### config.mk
export PLATFORM = sky130hd
export DESIGN_NAME = can_mode_ack_ctrl
export DESIGN_NICKNAME = d
export VERILOG_FILES = /design/src/rtl/can_mode_pkg.sv /design/src/rtl/can_run_counter.sv /design/src/rtl/can_mode_fsm.sv /design/src/rtl/can_status_irq.sv /design/src/rtl/can_mode_ack_ctrl.sv
export SDC_FILE = /design/constraint.sdc
export NUM_CORES = 1
export LEC_CHECK = 0
export BUFFER_PORTS_ARGS = -buffer_cell sky130_fd_sc_hd__buf_4
export CORE_AREA = 2 2 39 41
export CTS_CLUSTER_DIAMETER = 60
export DETAILED_ROUTE_END_ITERATION = 8
export DIE_AREA = 0 0 41 43
export PLACE_DENSITY = 0.66
export SLEW_MARGIN = 20
export SYNTH_ARGS = -nofsm -noshare
export SYNTH_HDL_FRONTEND = slang
export SYNTH_SLANG_ARGS = --single-unit
### constraint.sdc
create_clock -name clk -period 2.47 [get_ports clk]
set_input_delay 0.741 -clock clk [delete_from_list [all_inputs] [get_ports clk]]
set_output_delay 0.741 -clock clk [all_outputs]
set_load 0.005 [all_outputs]
### src/rtl/can_mode_pkg.sv
package can_mode_pkg;

    typedef enum logic [2:0] {
        MODE_RESET_INIT = 3'd0,
        MODE_INIT       = 3'd1,
        MODE_SYNC_WAIT  = 3'd2,
        MODE_NORMAL     = 3'd3,
        MODE_SLEEP      = 3'd4
    } mode_e;

    typedef struct packed {
        mode_e mode;
        logic  init_ack;
        logic  sleep_ack;
        logic  synced;
    } mode_regs_t;

endpackage

### src/rtl/can_run_counter.sv
module can_run_counter #(
    parameter int RUN_LEN = 11
) (
    input  logic clk,
    input  logic rst_n,
    input  logic clear_i,
    input  logic tick_i,
    input  logic rx_i,
    output logic done_o
);
    localparam int CNT_W = $clog2(RUN_LEN + 1);
    localparam logic [CNT_W-1:0] LIMIT = CNT_W'(RUN_LEN);

    logic [CNT_W-1:0] cnt_d, cnt_q;

    always_comb begin
        cnt_d = cnt_q;
        if (clear_i) begin
            cnt_d = '0;
        end else if (tick_i) begin
            if (!rx_i) begin
                cnt_d = '0;
            end else if (cnt_q != LIMIT) begin
                cnt_d = cnt_q + 1'b1;
            end
        end
    end

    always_ff @(posedge clk or negedge rst_n) begin
        if (!rst_n) cnt_q <= '0;
        else        cnt_q <= cnt_d;
    end

    assign done_o = (cnt_q == LIMIT);

    assert_count_bounded_R3: assert property (@(posedge clk) disable iff (!rst_n)
        cnt_q <= LIMIT);

    assert_dominant_restarts_R3: assert property (@(posedge clk) disable iff (!rst_n)
        (!clear_i && tick_i && !rx_i) |=> (cnt_q == '0));

    assert_idle_holds_R3: assert property (@(posedge clk) disable iff (!rst_n)
        (!clear_i && !tick_i) |=> $stable(cnt_q));

endmodule

### src/rtl/can_mode_fsm.sv
module can_mode_fsm
    import can_mode_pkg::*;
(
    input  logic  clk,
    input  logic  rst_n,
    input  logic  init_req_i,
    input  logic  sleep_req_i,
    input  logic  run_done_i,
    output mode_e mode_o,
    output logic  init_ack_o,
    output logic  sleep_ack_o,
    output logic  synced_o,
    output logic  count_clear_o
);
    mode_regs_t regs_d, regs_q;

    always_comb begin
        mode_e nxt;
        nxt = regs_q.mode;
        unique case (regs_q.mode)
            MODE_RESET_INIT: nxt = MODE_INIT;
            MODE_INIT: begin
                if (init_req_i)       nxt = MODE_INIT;
                else if (sleep_req_i) nxt = MODE_SLEEP;
                else                  nxt = MODE_SYNC_WAIT;
            end
            MODE_SYNC_WAIT: begin
                if (init_req_i)       nxt = MODE_INIT;
                else if (sleep_req_i) nxt = MODE_SLEEP;
                else if (run_done_i)  nxt = MODE_NORMAL;
            end
            MODE_NORMAL: begin
                if (init_req_i)       nxt = MODE_INIT;
                else if (sleep_req_i) nxt = MODE_SLEEP;
            end
            MODE_SLEEP: begin
                if (init_req_i)        nxt = MODE_INIT;
                else if (!sleep_req_i) nxt = MODE_SYNC_WAIT;
            end
            default: nxt = MODE_INIT;
        endcase

        regs_d.mode      = nxt;
        regs_d.sleep_ack = (nxt == MODE_SLEEP);
        regs_d.synced    = (nxt == MODE_NORMAL);
        if (nxt == MODE_INIT || nxt == MODE_RESET_INIT) begin
            regs_d.init_ack = 1'b1;
        end else if (nxt == MODE_SYNC_WAIT && regs_q.mode != MODE_SLEEP) begin
            regs_d.init_ack = regs_q.init_ack;
        end else begin
            regs_d.init_ack = 1'b0;
        end
    end

    always_ff @(posedge clk or negedge rst_n) begin
        if (!rst_n) begin
            regs_q.mode      <= MODE_RESET_INIT;
            regs_q.init_ack  <= 1'b1;
            regs_q.sleep_ack <= 1'b0;
            regs_q.synced    <= 1'b0;
        end else begin
            regs_q <= regs_d;
        end
    end

    assign mode_o        = regs_q.mode;
    assign init_ack_o    = regs_q.init_ack;
    assign sleep_ack_o   = regs_q.sleep_ack;
    assign synced_o      = regs_q.synced;
    assign count_clear_o = (regs_q.mode != MODE_SYNC_WAIT);

    assert_acks_exclusive_R8: assert property (@(posedge clk) disable iff (!rst_n)
        !(init_ack_o && sleep_ack_o));

    assert_init_priority_R7: assert property (@(posedge clk) disable iff (!rst_n)
        init_req_i |=> (mode_o == MODE_INIT && init_ack_o && !sleep_ack_o));

    assert_normal_needs_run_R4: assert property (@(posedge clk) disable iff (!rst_n)
        (mode_o != MODE_NORMAL) |=> (mode_o != MODE_NORMAL || $past(run_done_i)));

    assert_sleep_exit_sync_R5: assert property (@(posedge clk) disable iff (!rst_n)
        (mode_o == MODE_SLEEP && !init_req_i && !sleep_req_i) |=>
            (mode_o == MODE_SYNC_WAIT && !init_ack_o && !sleep_ack_o));

    assert_reset_to_init_R2: assert property (@(posedge clk) disable iff (!rst_n)
        (mode_o == MODE_RESET_INIT) |=> (mode_o == MODE_INIT));

endmodule

### src/rtl/can_status_irq.sv
module can_status_irq (
    input  logic clk,
    input  logic rst_n,
    input  logic flag_i,
    input  logic enable_i,
    output logic irq_o
);
    logic irq_d, irq_q;

    always_comb begin
        irq_d = flag_i & enable_i;
    end

    always_ff @(posedge clk or negedge rst_n) begin
        if (!rst_n) irq_q <= 1'b0;
        else        irq_q <= irq_d;
    end

    assign irq_o = irq_q;

    assert_irq_gated_R6: assert property (@(posedge clk) disable iff (!rst_n)
        !enable_i |=> !irq_o);

    assert_irq_raised_R6: assert property (@(posedge clk) disable iff (!rst_n)
        (flag_i && enable_i) |=> irq_o);

endmodule

### src/rtl/can_mode_ack_ctrl.sv
module can_mode_ack_ctrl
    import can_mode_pkg::*;
#(
    parameter int RUN_LEN = 11
) (
    input  logic       clk,
    input  logic       rst_n,
    input  logic       init_req_i,
    input  logic       sleep_req_i,
    input  logic       rx_i,
    input  logic       bit_tick_i,
    input  logic       err_flag_i,
    input  logic       err_irq_en_i,
    output logic       init_ack_o,
    output logic       sleep_ack_o,
    output logic       synced_o,
    output logic [2:0] mode_o,
    output logic       irq_o
);
    mode_e mode_w;
    logic  run_done_w;
    logic  count_clear_w;

    can_run_counter #(.RUN_LEN(RUN_LEN)) u_run (
        .clk     (clk),
        .rst_n   (rst_n),
        .clear_i (count_clear_w),
        .tick_i  (bit_tick_i),
        .rx_i    (rx_i),
        .done_o  (run_done_w)
    );

    can_mode_fsm u_fsm (
        .clk           (clk),
        .rst_n         (rst_n),
        .init_req_i    (init_req_i),
        .sleep_req_i   (sleep_req_i),
        .run_done_i    (run_done_w),
        .mode_o        (mode_w),
        .init_ack_o    (init_ack_o),
        .sleep_ack_o   (sleep_ack_o),
        .synced_o      (synced_o),
        .count_clear_o (count_clear_w)
    );

    can_status_irq u_irq (
        .clk      (clk),
        .rst_n    (rst_n),
        .flag_i   (err_flag_i),
        .enable_i (err_irq_en_i),
        .irq_o    (irq_o)
    );

    assign mode_o = mode_w;

    assert_synced_matches_mode_R4: assert property (@(posedge clk) disable iff (!rst_n)
        synced_o == (mode_o == 3'd3));

endmodule

==> impl_metrics.env <==
export IMPL_status="finished clean"
export IMPL_ys_seq_area_share_pct=49.6
export IMPL_cts_tree="built"
export IMPL_ys_types=29
export IMPL_place_congestion=0.684
export IMPL_dieArea_mm2=0.00176
export IMPL_cap_violations=0
export IMPL_maxSlewHeadroom_pct=76.2
export IMPL_max_stage_delay_ns=0.49
export IMPL_reg2reg_slack_ns=0.92
export IMPL_powerDensity_mw_per_mm2=561
export IMPL_setup_viol=0
export IMPL_cts_root_buf="clkbuf_4"
export IMPL_postCtsResizedCells=0
export IMPL_slowest_stage="dfrtp_1"
export IMPL_synthCells=55
export IMPL_clock_skew_ns=0.00123
export IMPL_synthTopCellsByArea="dfrtp_1, dfstp_2, and2_1"
export IMPL_highest_layer="met4"
export IMPL_first_pass_iters=6
export IMPL_fin_crit_ns=1.65
export IMPL_finalHoldViolCount=0
export IMPL_syn_nets=64
export IMPL_rows=14
export IMPL_grt_pass1_vias=419
export IMPL_antenna_cells=0
export IMPL_worst_pin_slew_ns=0.354
export IMPL_wl_per_cell_um=12.7
export IMPL_crit_buf_inv=1
export IMPL_rsz0062_at_grt="no"
export IMPL_dp_cells=84
export IMPL_max_freq_mhz=606
export IMPL_fin_nets=82
export IMPL_fin_tns_setup_ns=0
export IMPL_drt_iter0_markers=10
export IMPL_antenna_found_initial=0
export IMPL_grt_max_degree=12
export IMPL_yosysTopAreaCellShare_pct=44.8
export IMPL_layout_commonest_cell="buf_4"
export IMPL_met1Wirelength_um=509
export IMPL_synth_area_per_cell_um2=10.1
export IMPL_clock_sinks=11
export IMPL_dpl_cell_area_um2=678
export IMPL_drc=0
export IMPL_drive_gt1_share_pct=26.4
export IMPL_crit_chain="buf_4"
export IMPL_numCtsBuffers=3
export IMPL_clk_pin_slew_worst_paths_ns=0.07
export IMPL_vias_per_cell=5.69
export IMPL_postCtsHoldBufs=0
export IMPL_hold_class="input pin to async pin"
export IMPL_period_share_pct=66.8
export IMPL_synth_seq_cells=11
export IMPL_groute_usage_overall_pct=15.0
export IMPL_startpoint="u_fsm.mode_o[0]$_DFF_PN0_"
export IMPL_port_buffers=14
export IMPL_grt_pass1_wl_um=1790
export IMPL_postLayoutCoreUtil_pct=50.9
export IMPL_core_mm2=0.00138
export IMPL_slew_viol_final=0
export IMPL_pin_count=15
export IMPL_final_cell_area_um2=704
export IMPL_cp_end_kind="output port"
export IMPL_synth_edf_count=0
export IMPL_syn_area_um2=558
export IMPL_synth_ff_type="dfrtp_1"
export IMPL_critical_path_class="flip-flop to output port"
export IMPL_clkLatencyLatePin_ns=0.26
export IMPL_crit_path_max_fanout=9
export IMPL_fin_cells=88
export IMPL_overflow=0
export IMPL_wl_met3_um=48
export IMPL_ir_drop_uv=292
export IMPL_wl_met2_um=556
export IMPL_layout_common_cells="buf_4, dfrtp_1"
export IMPL_syn_to_final_growth_pct=26.2
export IMPL_worst_endpoint_arrival_ns=0.91
export IMPL_p_leak_uw=0.000314
export IMPL_total_power_uw=395
export IMPL_wl_um=1120
export IMPL_initial_utilization_pct=40.3
export IMPL_die_w_um=41
export IMPL_cts_setup_buffers=0
export IMPL_clockBufferDepth=2
export IMPL_rr_startpoint="u_run.cnt_q[0]$_DFFE_PN0P_"
export IMPL_cp_start_kind="flip-flop"
export IMPL_die_y_um=43
export IMPL_ys_warn_count=0
export IMPL_async_flop_share_pct=100
export IMPL_antenna_left=0
export IMPL_htree_levels=1
export IMPL_cp_data_required_time_ns=1.73
export IMPL_num_vias=501
export IMPL_yosysTopAreaCell="dfrtp_1"
export IMPL_critPathTopFamily="flip-flops"
-- synthesized netlist by cell type (all sizes together), types with 2 or more instances --
cell	instances
a21oi	3
a31oi	2
and2	3
and3b	2
dfrtp	10
inv	2
nand2	2
nand3	3
nor2	3
nor3	3
nor4	2
o21ai	3
-- power breakdown --
part / internal [uW] / switching (uW)
clock network: 62.4 / 57.7
registers: 193 / 13.7
logic: 38.0 / 30.7
total: 293 / 102
-- metrics by stage --
| step | hold slack (ns) | worst slack, ns |
|---|---|---|
| after global routing | 0.289 | 0.765 |
| after detailed placement | 0.485 | 0.655 |
| after CTS | 0.289 | 0.810 |
| after global placement | 0.484 | 0.675 |
| after floorplan | 0.445 | 0.827 |
| final | 0.296 | 0.820 |
-- registers in the layout, summed over array words and instances (netlist names) --
name,flops
u_irq.irq_o,1
u_fsm.sleep_ack_o,1
u_run.cnt_q,4
u_fsm.init_ack_o,1
u_fsm.mode_o,3
u_fsm.synced_o,1
-- logic make-up (layout without fill, tap and decap cells) --
group	Yosys count	in the layout	synth area share, %
and+or+nand+nor	27	27	29.2
adders and majority gates	1	1	2.24
AOI/OAI and AO/OA	12	12	15.0
DFF	11	11	49.6
buffers and inverters	3	20	2.24
muxes	1	1	1.79
-- worst paths after layout --
| check | cells past startpoint | end |
|---|---|---|
| max | 1 | mode_o[0] |
| min | 1 | u_run.cnt_q[2]$_DFFE_PN0P_ |
| max reg2reg | 4 | u_run.cnt_q[0]$_DFFE_PN0P_ |
| min reg2reg | 2 | u_fsm.init_ack_o$_DFFE_PN1P_ |
| max in group asynchronous | 1 | u_fsm.init_ack_o$_DFFE_PN1P_ |
| min in group clk | 2 | u_fsm.init_ack_o$_DFFE_PN1P_ |
-- metal layers --
metal	GRT usage, %	vias to the layer above
met4	8.00	0
met2	21.9	13
li1	-	240
met1	19.9	246
met5	0	-
met3	3.14	2
-- area by class of cell --
cell class                 count  area (um2)
timing repair buffer          14         105
multi-input combinational     41         269
inverter                       2        7.51
tap                           16        20.0
fill                         142         679
sequential                    11         277
clock buffer                   4        26.3
(Power assumes the default switching activity.)
